<file path="config.mk">
export PLATFORM = sky130hd
export DESIGN_NAME = stkptr_engine
export DESIGN_NICKNAME = d
export VERILOG_FILES = /design/src/rtl/stkptr_pkg.sv /design/src/rtl/stkptr_reg.sv /design/src/rtl/stkptr_seq.sv /design/src/rtl/stkptr_engine.sv
export SDC_FILE = /design/constraint.sdc
export NUM_CORES = 1
export LEC_CHECK = 0
export CORE_ASPECT_RATIO = 0.5
export CORE_UTILIZATION = 45
export CTS_CLUSTER_DIAMETER = 150
export DETAILED_ROUTE_END_ITERATION = 10
export DONT_BUFFER_PORTS = 1
export SETUP_SLACK_MARGIN = 0.05
export SLEW_MARGIN = 20
export SYNTH_ARGS = -nofsm -noshare
export SYNTH_HDL_FRONTEND = slang
export SYNTH_SLANG_ARGS = --single-unit
</file>
<file path="constraint.sdc">
create_clock -name clk -period 6.86 [get_ports clk]
set_input_delay 1.372 -clock clk [delete_from_list [all_inputs] [get_ports clk]]
set_output_delay 1.372 -clock clk [all_outputs]
set_load 0.1 [all_outputs]
</file>
<file path="src/rtl/stkptr_pkg.sv">
// Shared encodings for the stack pointer engine.
// Assumes: the requester drives the two-bit operation code defined below.
package stkptr_pkg;

    typedef enum logic [1:0] {
        OP_PUSH_BYTE = 2'b00,
        OP_POP_BYTE  = 2'b01,
        OP_PUSH_RET  = 2'b10,
        OP_POP_RET   = 2'b11
    } stk_op_e;

    typedef enum logic [1:0] {
        ST_IDLE    = 2'b00,
        ST_CALL_HI = 2'b01,
        ST_RET_LO  = 2'b10
    } stk_state_e;

endpackage

</file>
<file path="src/rtl/stkptr_reg.sv">
// Pointer register: holds the stack pointer as a low byte plus an optional
// high byte, and applies software writes or single steps of +1 / -1.
// Assumes: the sequencer never asks for a step in a cycle with a software
// write, so the write strobes and step_en are mutually exclusive.
module stkptr_reg #(
    parameter int SP_W = 16
) (
    input  logic            clk,
    input  logic            rst_n,
    input  logic            sw_wr_lo,
    input  logic            sw_wr_hi,
    input  logic [7:0]      sw_wdata,
    input  logic            step_en,
    input  logic            step_up,
    output logic [SP_W-1:0] sp,
    output logic [SP_W-1:0] sp_inc,
    output logic [7:0]      rd_lo,
    output logic [7:0]      rd_hi
);

    logic [SP_W-1:0] stepped;
    logic [7:0]      lo_q;

    // Neighbour values: one above and the value after the requested step.
    always_comb begin
        sp_inc  = sp + SP_W'(1);
        stepped = step_up ? sp_inc : (sp - SP_W'(1));
    end

    // Low byte: software write has priority over a step.
    always_ff @(posedge clk) begin
        if (!rst_n)
            lo_q <= 8'h00;
        else if (sw_wr_lo)
            lo_q <= sw_wdata;
        else if (step_en)
            lo_q <= stepped[7:0];
    end

    assign rd_lo = lo_q;

    generate
        if (SP_W > 8) begin : g_high
            logic [SP_W-9:0] hi_q;

            // High byte: software write has priority over a step.
            always_ff @(posedge clk) begin
                if (!rst_n)
                    hi_q <= '0;
                else if (sw_wr_hi)
                    hi_q <= sw_wdata[SP_W-9:0];
                else if (step_en)
                    hi_q <= stepped[SP_W-1:8];
            end

            assign sp    = {hi_q, lo_q};
            assign rd_hi = 8'(hi_q);
        end else begin : g_low_only
            assign sp    = lo_q;
            assign rd_hi = 8'h00;
        end
    endgenerate

endmodule

</file>
<file path="src/rtl/stkptr_seq.sv">
// Transfer sequencer: accepts one stack request at a time, drives the SRAM
// strobes for each byte, orders the two bytes of a return address, and
// returns popped data on registered outputs.
// Assumes: SRAM read data is valid in the same cycle as mem_addr/mem_re;
// sp_addr and sp_up_addr are the pointer and pointer+1, already wrapped to
// the pointer width and zero-extended to 16 bits.
module stkptr_seq
    import stkptr_pkg::*;
(
    input  logic        clk,
    input  logic        rst_n,
    input  logic        req_valid,
    input  logic [1:0]  req_op,
    input  logic [7:0]  req_wdata,
    input  logic [15:0] req_addr,
    input  logic        sw_hit,
    input  logic [15:0] sp_addr,
    input  logic [15:0] sp_up_addr,
    input  logic [7:0]  mem_rdata,
    output logic        req_ready,
    output logic        busy,
    output logic        step_en,
    output logic        step_up,
    output logic [15:0] mem_addr,
    output logic [7:0]  mem_wdata,
    output logic        mem_we,
    output logic        mem_re,
    output logic        pop_valid,
    output logic [7:0]  pop_byte,
    output logic        ret_valid,
    output logic [15:0] ret_addr
);

    stk_state_e state_q, state_d;
    logic [7:0] hold_q;
    logic       load_hold_call, load_hold_ret, fire_pop, fire_ret;

    // Next-state, SRAM strobes and pointer step for the current cycle.
    always_comb begin
        state_d        = state_q;
        mem_addr       = sp_addr;
        mem_wdata      = 8'h00;
        mem_we         = 1'b0;
        mem_re         = 1'b0;
        step_en        = 1'b0;
        step_up        = 1'b0;
        load_hold_call = 1'b0;
        load_hold_ret  = 1'b0;
        fire_pop       = 1'b0;
        fire_ret       = 1'b0;
        case (state_q)
            ST_IDLE: begin
                if (rst_n && req_valid && !sw_hit) begin
                    step_en = 1'b1;
                    case (stk_op_e'(req_op))
                        OP_PUSH_BYTE: begin
                            mem_we    = 1'b1;
                            mem_wdata = req_wdata;
                        end
                        OP_POP_BYTE: begin
                            mem_re   = 1'b1;
                            mem_addr = sp_up_addr;
                            step_up  = 1'b1;
                            fire_pop = 1'b1;
                        end
                        OP_PUSH_RET: begin
                            mem_we         = 1'b1;
                            mem_wdata      = req_addr[7:0];
                            load_hold_call = 1'b1;
                            state_d        = ST_CALL_HI;
                        end
                        default: begin
                            mem_re        = 1'b1;
                            mem_addr      = sp_up_addr;
                            step_up       = 1'b1;
                            load_hold_ret = 1'b1;
                            state_d       = ST_RET_LO;
                        end
                    endcase
                end
            end
            ST_CALL_HI: begin
                state_d = ST_IDLE;
                if (!sw_hit) begin
                    mem_we    = 1'b1;
                    mem_wdata = hold_q;
                    step_en   = 1'b1;
                end
            end
            ST_RET_LO: begin
                state_d = ST_IDLE;
                if (!sw_hit) begin
                    mem_re   = 1'b1;
                    mem_addr = sp_up_addr;
                    step_en  = 1'b1;
                    step_up  = 1'b1;
                    fire_ret = 1'b1;
                end
            end
            default: state_d = ST_IDLE;
        endcase
    end

    assign busy      = (state_q != ST_IDLE);
    assign req_ready = rst_n && (state_q == ST_IDLE) && !sw_hit;

    // Sequencer state register.
    always_ff @(posedge clk) begin
        if (!rst_n) state_q <= ST_IDLE;
        else        state_q <= state_d;
    end

    // Holding byte: high address half for a push, high read byte for a pop.
    always_ff @(posedge clk) begin
        if (!rst_n)              hold_q <= 8'h00;
        else if (load_hold_call) hold_q <= req_addr[15:8];
        else if (load_hold_ret)  hold_q <= mem_rdata;
    end

    // Registered result outputs and their one-cycle valid pulses.
    always_ff @(posedge clk) begin
        if (!rst_n) begin
            pop_valid <= 1'b0;
            pop_byte  <= 8'h00;
            ret_valid <= 1'b0;
            ret_addr  <= 16'h0000;
        end else begin
            pop_valid <= fire_pop;
            ret_valid <= fire_ret;
            if (fire_pop) pop_byte <= mem_rdata;
            if (fire_ret) ret_addr <= {hold_q, mem_rdata};
        end
    end

    // a two-byte transfer spends exactly one cycle busy.
    assert_two_cycle_R4: assert property (@(posedge clk) disable iff (!rst_n)
        busy |=> !busy);

    // a software write suppresses every SRAM strobe in its cycle.
    assert_sw_wins_R7: assert property (@(posedge clk) disable iff (!rst_n)
        sw_hit |-> (!mem_we && !mem_re && !req_ready));

    // no request is accepted while busy.
    assert_hold_off_R10: assert property (@(posedge clk) disable iff (!rst_n)
        busy |-> !req_ready);

    // a returned address always follows a read cycle.
    assert_ret_after_read_R5: assert property (@(posedge clk) disable iff (!rst_n)
        ret_valid |-> $past(mem_re));

endmodule

</file>
<file path="src/rtl/stkptr_engine.sv">
// Stack pointer engine top: joins the pointer register and the transfer
// sequencer, and exposes the pointer as two software-visible bytes.
// Assumes: HAS_HIGH_BYTE = 0 builds an 8-bit pointer with no high register.
module stkptr_engine #(
    parameter bit HAS_HIGH_BYTE = 1'b1
) (
    input  logic        clk,
    input  logic        rst_n,
    input  logic        req_valid,
    input  logic [1:0]  req_op,
    input  logic [7:0]  req_wdata,
    input  logic [15:0] req_addr,
    output logic        req_ready,
    output logic        busy,
    input  logic        sw_wr_lo,
    input  logic        sw_wr_hi,
    input  logic [7:0]  sw_wdata,
    output logic [7:0]  sw_rd_lo,
    output logic [7:0]  sw_rd_hi,
    output logic [15:0] mem_addr,
    output logic [7:0]  mem_wdata,
    output logic        mem_we,
    output logic        mem_re,
    input  logic [7:0]  mem_rdata,
    output logic        pop_valid,
    output logic [7:0]  pop_byte,
    output logic        ret_valid,
    output logic [15:0] ret_addr
);

    localparam int SP_W = HAS_HIGH_BYTE ? 16 : 8;

    logic [SP_W-1:0] sp, sp_inc;
    logic            sw_hit, hi_wr_eff;
    logic            step_en, step_up;

    // A high-byte write counts only when the high register exists.
    assign hi_wr_eff = HAS_HIGH_BYTE && sw_wr_hi;
    assign sw_hit    = sw_wr_lo || hi_wr_eff;

    stkptr_reg #(.SP_W(SP_W)) reg_i (
        .clk      (clk),
        .rst_n    (rst_n),
        .sw_wr_lo (sw_wr_lo),
        .sw_wr_hi (hi_wr_eff),
        .sw_wdata (sw_wdata),
        .step_en  (step_en),
        .step_up  (step_up),
        .sp       (sp),
        .sp_inc   (sp_inc),
        .rd_lo    (sw_rd_lo),
        .rd_hi    (sw_rd_hi)
    );

    stkptr_seq seq_i (
        .clk        (clk),
        .rst_n      (rst_n),
        .req_valid  (req_valid),
        .req_op     (req_op),
        .req_wdata  (req_wdata),
        .req_addr   (req_addr),
        .sw_hit     (sw_hit),
        .sp_addr    (16'(sp)),
        .sp_up_addr (16'(sp_inc)),
        .mem_rdata  (mem_rdata),
        .req_ready  (req_ready),
        .busy       (busy),
        .step_en    (step_en),
        .step_up    (step_up),
        .mem_addr   (mem_addr),
        .mem_wdata  (mem_wdata),
        .mem_we     (mem_we),
        .mem_re     (mem_re),
        .pop_valid  (pop_valid),
        .pop_byte   (pop_byte),
        .ret_valid  (ret_valid),
        .ret_addr   (ret_addr)
    );

    // after a write the pointer sits one below the written address.
    assert_push_dec_R2: assert property (@(posedge clk) disable iff (!rst_n)
        mem_we |=> (sp == SP_W'($past(mem_addr[SP_W-1:0]) - 1'b1)));

    // after a read the pointer equals the address just read.
    assert_pop_inc_R3: assert property (@(posedge clk) disable iff (!rst_n)
        mem_re |=> (sp == $past(mem_addr[SP_W-1:0])));

    // address bits above the pointer width stay zero.
    assert_addr_width_R11: assert property (@(posedge clk) disable iff (!rst_n)
        (mem_we || mem_re) |-> ((mem_addr >> SP_W) == 16'h0000));

endmodule

</file>
== Yosys cells after proc, flatten, opt, wreduce, memory -nomap -nowiden ==
Cells that the tools add are included.

* Add/subtract/negate cells: 2
* Equal/unequal tests: 4
* Mux-type cells: 35
* Bitwise gates (word level): 1
* Reductions and logical operators: 18

{| class="wikitable"
|+ Operators with widths
! operator !! count
|-
| $mux 16 || 4
|-
| $mux 8 || 8
|-
| $pmux 16 s2 || 1
|-
| $pmux 8 s2 || 2
|-
| $add 16x1->16 const B || 1
|-
| $mux 1 || 16
|-
| $sub 16x1->16 const B || 1
|-
| $reduce_bool 2->1 || 4
|-
| $pmux 1 s2 || 3
|-
| $reduce_or 2->1 || 3
|-
| $eq 2x1->1 const B || 2
|-
| $eq 2x2->1 const B || 2
|-
| $logic_and 1x1->1 || 4
|-
| $logic_not 2->1 || 2
|-
| $pmux 2 s2 || 1
|-
| $reduce_and 2->1 || 2
|-
| $reduce_or 3->1 || 1
|-
| $logic_not 1->1 || 1
|-
| $logic_or 1x1->1 || 1
|-
| $not 1->1 || 1
|}

* Register bits after elaboration: 52
* Input bits: 47
* Output and inout port bits: 70
* Logic and storage cells: 68

== Longest topological paths before layout ==
Gate-level depths: netlist (run 1).

* Depth after elaboration: 8
* Mapped depth: 10
* Depth with buffers taken out: 8

== Modules after synthesis ==
A second synthesis (run 1) with hierarchy kept.

* Cells, all modules: 440
* Area total of the unflattened synthesis: 3,469.6 sq um

{| class="wikitable"
|+ Modules (own cells, without submodules)
! module !! times used !! cells each !! area an instance (sq um) !! seq. area each (sq um)
|-
| stkptr_seq || 1 || 224 || 1,893.1 || 720.7
|-
| stkptr_reg || 1 || 215 || 1,570.3 || 320.3
|-
| stkptr_engine || 1 || 1 || 6.3 || 0.0
|}

== Worst setup path after synthesis (run 1) ==
OpenSTA, ideal clock, no wires.

* Kind: input to output
* Start: input sw_wr_lo
* End: output mem_addr[10]
* Arrival: 4.857 ns
* Data required time: 5.488 ns
* Path slack: 0.631 ns
* Stages: 8
* Path buffers: 3
* Cells stage by stage: buf_2 -> nor3b_4 -> buf_6 -> a21oi_4 -> inv_4 -> buf_2 -> nand3_1 -> o21ai_0

* Longest elaborated chain between the ends: 5
* Elaborated cells between the ends (all ways): 6
* Those cells by class: mux: 3; reduce/logical: 3

{| class="wikitable"
|+ RTL lines
! what !! RTL line !! text
|-
| start: declaration || stkptr_engine.sv:15 || <nowiki>input logic sw_wr_lo,</nowiki>
|-
| $logic_or 1x1->1 * || stkptr_engine.sv:39 || <nowiki>assign sw_hit = sw_wr_lo || hi_wr_eff;</nowiki>
|-
| $logic_not 1->1 || stkptr_seq.sv:53 || <nowiki>if (rst_n && req_valid && !sw_hit) begin</nowiki>
|-
| $logic_and 1x1->1 || stkptr_seq.sv:53 ||
|-
| $mux 16 || stkptr_seq.sv:53 ||
|-
| $pmux 16 s2 * || stkptr_seq.sv:51 || <nowiki>case (state_q)</nowiki>
|-
| end: declaration || stkptr_engine.sv:20 || <nowiki>output logic [15:0] mem_addr,</nowiki>
|}

Every way passes the cells marked *; elsewhere a longest branch is shown, timed or not.

== Worst setup path after layout (run 1) ==
* Start: input sw_wr_hi
* End: output mem_addr[15]

* Longest elaborated chain between the ends: 5
* Elaborated cells between the ends (all ways): 6
* Those cells by class: mux: 3; reduce/logical: 3

{| class="wikitable"
|+ RTL lines
! what !! RTL line !! text
|-
| start: declaration || stkptr_engine.sv:16 || <nowiki>input logic sw_wr_hi,</nowiki>
|-
| $logic_or 1x1->1 * || stkptr_engine.sv:39 ||
|-
| $logic_not 1->1 || stkptr_seq.sv:53 ||
|-
| $logic_and 1x1->1 || stkptr_seq.sv:53 ||
|-
| $mux 16 || stkptr_seq.sv:53 ||
|-
| $pmux 16 s2 * || stkptr_seq.sv:51 ||
|}

Marks and branches as above.

==> results of run 1 <==
-- Yosys cell counts, drive strengths merged (2+ instances only) --
cell / instances / area share (%)
dfxtp: 52 / 31
a21oi: 26 / 4.2
a22oi: 7 / 1.6
or3b: 2 / 0.53
a211o: 7 / 1.8
buf: 16 / 2.9
nand3: 8 / 1.2
nor4: 3 / 0.56
a31oi: 8 / 1.5
nor2b: 6 / 1.1
nor4b: 3 / 0.79
nor2: 42 / 4.8
or3: 3 / 0.56
xnor2: 2 / 0.53
o211ai: 3 / 0.68
clkbuf: 22 / 2.5
o21a: 2 / 0.45
nand3b: 3 / 0.68
nand2: 65 / 7.3
o31ai: 3 / 0.68
ha: 6 / 2.3
and2: 3 / 0.56
nand4: 15 / 3.0
mux2i: 20 / 6.0
a222oi: 8 / 2.4
a211oi: 11 / 2.6
nor3b: 2 / 1.1
and3: 6 / 1.1
and4: 2 / 0.53
nor3: 12 / 2.0
a221oi: 4 / 1.1
or4: 3 / 0.68
a32oi: 2 / 0.53
inv: 19 / 2.2
o21ai: 26 / 3.9
-- final timing paths --
check / startpoint / end / slack, ps
max: sw_wr_hi / mem_addr[15] / 1440
min: seq_i.hold_q[7]$_SDFFE_PN0P_ / seq_i.ret_addr[15]$_SDFFE_PN0N_ / 490
max reg2reg: seq_i.state_q[0]$_SDFFE_PN0P_ / reg_i.rd_hi[7]$_SDFFE_PN0P_ / 3780
min reg2reg: seq_i.hold_q[7]$_SDFFE_PN0P_ / seq_i.ret_addr[15]$_SDFFE_PN0N_ / 490
-- sequential cells by signal, indices dropped and copies added, names as in the netlist --
signal           cells
reg_i.rd_hi          8
reg_i.rd_lo          8
seq_i.hold_q         8
seq_i.pop_byte       8
seq_i.pop_valid      1
seq_i.ret_addr      16
seq_i.ret_valid      1
seq_i.state_q        2
-- stage by stage --
| step | std cells | setup WS, ps | hold slack, ps |
|---|---|---|---|
| 2_1_floorplan | 436 | 631.3 | 444.7 |
| 3_3_place_gp | 509 | 1515 | 461.8 |
| 3_5_place_dp | 509 | 1448 | 477.4 |
| 4_1_cts | 517 | 1458 | 483.4 |
| 5_1_grt | 517 | 1291 | 513.8 |
| 6_report | 517 | 1441 | 486.5 |
-- cell usage in the layout, fill, tap and decap left out, drive strengths merged, types with 11 or more instances in the layout --
cell / Yosys / final
a211oi: 11 / 11
a21oi: 26 / 26
buf: 16 / 18
dfxtp: 52 / 52
inv: 19 / 20
mux2i: 20 / 20
nand2: 65 / 65
nand4: 15 / 15
nor2: 42 / 42
nor3: 12 / 12
o21ai: 26 / 26
-- cells by family (layout without fill, tap and decap cells) --
group	after synthesis	count (layout)	share of synthesized area (%)
adders and majority gates	6	6	2.256
muxes	21	21	6.356
AOI/OAI and AO/OA	116	116	24.48
xor gates and xnor gates	2	2	0.5266
DFF	52	52	31.29
and+or+nand+nor	182	182	27.49
buffers and inverters	57	46	7.597
-- layer usage --
layer  up-vias  share of wire [%]  global-route usage, %
met2       161                 43                  40.28
li1       1567                  -                      -
met1      1567                 44                  36.44
met3        13                 12                  10.86
met4         0               0.75                  5.120
met5         -                  0                      0
-- worst register-to-register path, stage by stage, from the launching register on --
cell and delay, ps:
dfxtp_1 330, inv_1 100, ha_1 200, nor3b_4 800, a21oi_4 220, inv_4 490, nand2_1 260, or4_1 550
nand3_1 90
-- cell type report --
type / instances / area share, %
multi-input cells: 327 / 57.73
clock buffers: 6 / 3.497
repair buffers: 19 / 4.346
inverters: 19 / 2.003
clock inverters: 2 / 1.053
flip-flops and latches: 52 / 28.25
well taps: 92 / 3.124
-- report_power, final --
| group | internal (mW) | switching [mW] |
|---|---|---|
| logic | 0.0439 | 0.165 |
| clock network | 0.174 | 0.116 |
| registers | 0.310 | 0.0129 |
| total | 0.527 | 0.293 |
==> metrics, run 1 <==
status completed; CTS tree done; Slew HR 20.41%; maxcap violations 0; worst reg2reg path depth 8; Initial Util 48.14%; CP Class in -> out; CP max stage cell o31ai_4; Levels on crit path 5; TNS Setup 0 ps; Overflow after GRT 0; clk slew on worst S/H paths 70 ps; row count 21; Buf+Inv Stages, Crit Path 1; Netlist cell types 58; synthesized cell area 3327 µm²; Die Ht 62.80 µm; Top Family by Delay on Critical Path compound AO/OA/AOI/OAI gates; fill cell count 663; Post-CTS Setup Repair Bufs 0; WP data arrival 4050 ps; Post-CTS Resized 0; Sink Count 52; Fmax 0.1845 GHz; WL/cell 19.99 µm; DP HPWL 7.483 mm; Fin. Hold Viols 0; largest net degree at the start of global routing 47; vias in the first global route 3087; gr usage total 27.01%; Layout Cell Area excl Fill 3685 µm²; number of port buffers 0; Longest Clk Path Bufs 2; nets 477; CP required 5490 ps; initial DRC count 438; Multi-input gate area 2127 µm²; area grow syn2layout 10.76%; hold path depth 2; Seq cells post-synth 52; CTS Buf Count 5; Synth Flop Type dfxtp_1; Startpoint Class primary input; Max Slew Vio Count 0; DR vias 3308; first-pass GRT wire length 16.37 mm; Setup violations, final 0; Syn. warnings 0; initial antenna violation count 0; drt total wl 10.33 mm; minimum clock period 5419 ps; Final Wtd Congestion 0.9120; Reg area 1041 µm²; Tot Pwr 0.8206 mW; Setup Skew 7.372 ps; critical path endpoint category output pin; VDD IR max 0.0001113 V; Async SR Flop Fraction 0%; PwrDens 222.7 nW/µm²; placed cell area 3510 µm²; post-route ant nets 0; Clk Latency, worst-skew pair 290 ps; register area share after synthesis 31.29%; Root Driver clkbuf_16; syn nets 489; Initial DRT Pass Iterations 5; ant diodes 0; Avg Vias per Cell 6.398; total die area 7762 µm²; RSZ-0062 raised after global routing no; layout cells sized above 1 13.41%; crit-path max FO 26; Top Ports 117; cell count after synthesis 436; Slew @ Worst Pin 1195 ps; Layout Utilization 53.32%; Hold/Removal Path Class reg -> reg; CTS H-tree lvls 2; Post-synth EDFFs 0; Core Area 6910 µm²; Tcrit/Tclk final 78.99%; CP Cell Sequence nor3b_4 -> a21oi_4 -> inv_4 -> nand2_1 -> o31ai_4; DRC Markers 0; slowest stage delay, CP 940 ps; # hold bufs at CTS 0; mean post-synth cell area 7.631 µm²; static leakage 1.337 nW; Die W 123.6 µm
Power figures use the tool's default switching activity.
==> run 2: changes to the inputs <==
Clock period 6.86 ns to 5.6 ns, I/O delays scaled along.
==> run 2 against run 1 <==
Sequential power grew 23%. Critical path depth unchanged. Sequential share of layout area decreased by 0.52 points. Worst setup slack got worse by 460 ps. Die area stayed put. Critical path type unchanged. Critical endpoint is now mem_wdata[3]. Largest cell class unchanged. Largest power group unchanged.
==> metrics, run 2 (synthesized netlist as in run 1, its figures left out) <==
minimum clock period 4615 ps; Core Area 6910 µm² (unchanged); Slew HR 24.06% (+3.6 points); # hold bufs at CTS 0 (unchanged); Setup violations, final 0 (unchanged); gr usage total 27.97% (+0.97 points); clk slew on worst S/H paths 70 ps (about the same); post-route ant nets 0 (unchanged); Post-CTS Resized 0 (unchanged); Die W 123.6 µm (unchanged); total die area 7762 µm² (unchanged); area grow syn2layout 12.97%; Post-CTS Setup Repair Bufs 0 (unchanged); fill cell count 682 (+2.9%); nets 491 (+2.9%); WL/cell 19.81 µm (-0.88%); internal power 0.6095 mW (+16%); Overflow after GRT 0 (unchanged); maxcap violations 0 (unchanged); Max Slew Vio Count 0 (unchanged); row count 21 (unchanged); Min Hold Slack 485.7 ps (-0.7790 ps); FF-to-FF Start seq_i.state_q[0]$_SDFFE_PN0P_; Slew @ Worst Pin 1139 ps (-55.56 ps); Sink Count 52 (unchanged); reg2reg setup slack 2840 ps (-940 ps); Startpoint Class primary input; WP data arrival 3490 ps (-560 ps); Initial DRT Pass Iterations 7 (+2); CTS H-tree lvls 2 (unchanged); Avg Vias per Cell 6.443 (+0.69%); Die Ht 62.80 µm (unchanged); clock power share 33.1% (-2.2 points); worst reg2reg path depth 8 (unchanged); placed cell area 3607 µm² (+2.8%); Fmax 0.2167 GHz; PwrDens 262.5 nW/µm² (+18%); initial antenna violation count 0 (unchanged); CP required 4480 ps (-1010 ps); Multi-input gate area 2112 µm² (-0.71%); DP HPWL 7.696 mm (+2.8%); Layout Cell Area excl Fill 3759 µm² (+2.0%); net switching power 0.3772 mW (+29%); drt total wl 10.52 mm (+1.8%); TNS Setup 0 ps (unchanged); CP Class in -> out; commonest non-fill, non-tap cell in the layout nand2_1; vias in the first global route 3235 (+4.8%); ant diodes 0 (unchanged); Clk Latency, worst-skew pair 300 ps (about the same); Comb pwr share 26.8% (+1.4 points); Longest Clk Path Bufs 2 (unchanged); first-pass GRT wire length 16.93 mm (+3.4%); layout cells sized above 1 16.63% (+3.2 points); Endpoint, Worst Hold seq_i.ret_addr[8]$_SDFFE_PN0N_; Reg area 1042 µm² (+0.12%); crit-path max FO 24 (-7.7%); Initial Util 48.14% (unchanged); Root Driver clkbuf_16; Setup Skew 9.152 ps (+1.780 ps); switching share of power 38.23% (+2.5 points); CTS Buf Count 5 (unchanged); largest net degree at the start of global routing 35 (-26%); Most flops, register seq_i.ret_addr; DRC Markers 0 (unchanged); Top Ports 117 (unchanged); hold path depth 2 (unchanged); Flop pwr share 40.1% (+0.8 points); max FFs per register 16 (unchanged); Hold/Removal Path Class reg -> reg; most frequent cells in the layout nand2_1, dfxtp_1, nor2_1; Final Wtd Congestion 0.9239 (+1.3%); critical path endpoint category output pin; static leakage 1.397 nW (+4.5%); RSZ-0062 raised after global routing no; initial DRC count 380 (-13%); Reg-to-Reg End reg_i.rd_hi[7]$_SDFFE_PN0P_; Hold Path Origin seq_i.hold_q[0]$_SDFFE_PN0P_; VDD IR max 0.0001565 V (+41%); CTS tree done; number of port buffers 0 (unchanged); status completed; Fin. Hold Viols 0 (unchanged); Tcrit/Tclk final 82.40%; DR vias 3421 (+3.4%)
-- run 2: changes by cell type in the layout (fill, tap and decap cells not counted) --
| cell | previous run | this run |
|---|---|---|
| a21oi_4 | 3 | 1 |
| inv_6 | 1 | 2 |
| dfxtp_2 | 0 | 1 |
| dfxtp_1 | 52 | 51 |
| clkinvlp_4 | 0 | 1 |
| clkbuf_1 | 1 | 0 |
| bufinv_16 | 1 | 0 |
| buf_4 | 18 | 32 |
| a21oi_2 | 2 | 4 |
-- run 2: power groups by stage --
stage	logic (mW)	registers, mW	clock network [mW]
after CTS	0.263	0.395	0.331
after detailed placement	0.262	0.404	0
after global routing	0.278	0.397	0.347
final	0.265	0.395	0.327
after global placement	0.259	0.403	0
after floorplan	0.163	0.456	0
-- run 2: how the worst max path moves through the flow --
stage	depth (start not counted)	from	endpoint
2_1_floorplan	7	sw_wr_lo	mem_addr[15]
3_3_place_gp	5	rst_n	mem_wdata[2]
3_5_place_dp	5	rst_n	mem_wdata[3]
4_1_cts	5	rst_n	mem_wdata[3]
5_1_grt	5	sw_wr_hi	mem_wdata[3]
6_report	5	sw_wr_hi	mem_wdata[3]
-- run 2: routing by layer --
metal | global-route usage, % | share of wire [%] | routed length [µm]
met1 | 37.61 | 44 | 4584
met4 | 5.572 | 0.74 | 78
met5 | 0 | 0 | 0
met3 | 8.850 | 11 | 1175
met2 | 43.61 | 45 | 4682
-- run 2: per-stage QoR --
stage               std cells  power [mW]  util, %  setup WS (ps)
finish                    531      0.9867    54.39          985.5
global route              531       1.022    54.39          740.7
CTS                       531      0.9888    54.37          991.7
detailed placement        523      0.6657    52.20          993.4
global placement          523      0.6626    52.20           1084
floorplan                 436      0.6189        -          262.3
-- run 2: final cells by class --
class / instances / share of cell area (%)
clock inverter: 3 / 0.6658
tap: 92 / 3.063
sequential: 52 / 27.73
clock buffer: 5 / 3.329
timing repair buffer: 33 / 7.057
multi-input combinational: 327 / 56.19
inverter: 19 / 1.964
-- run 2: critical path: stages --
cell and delay, ps:
nor2_1 330, and3_1 580, nor2b_1 570, a222oi_1 220, inv_1 670
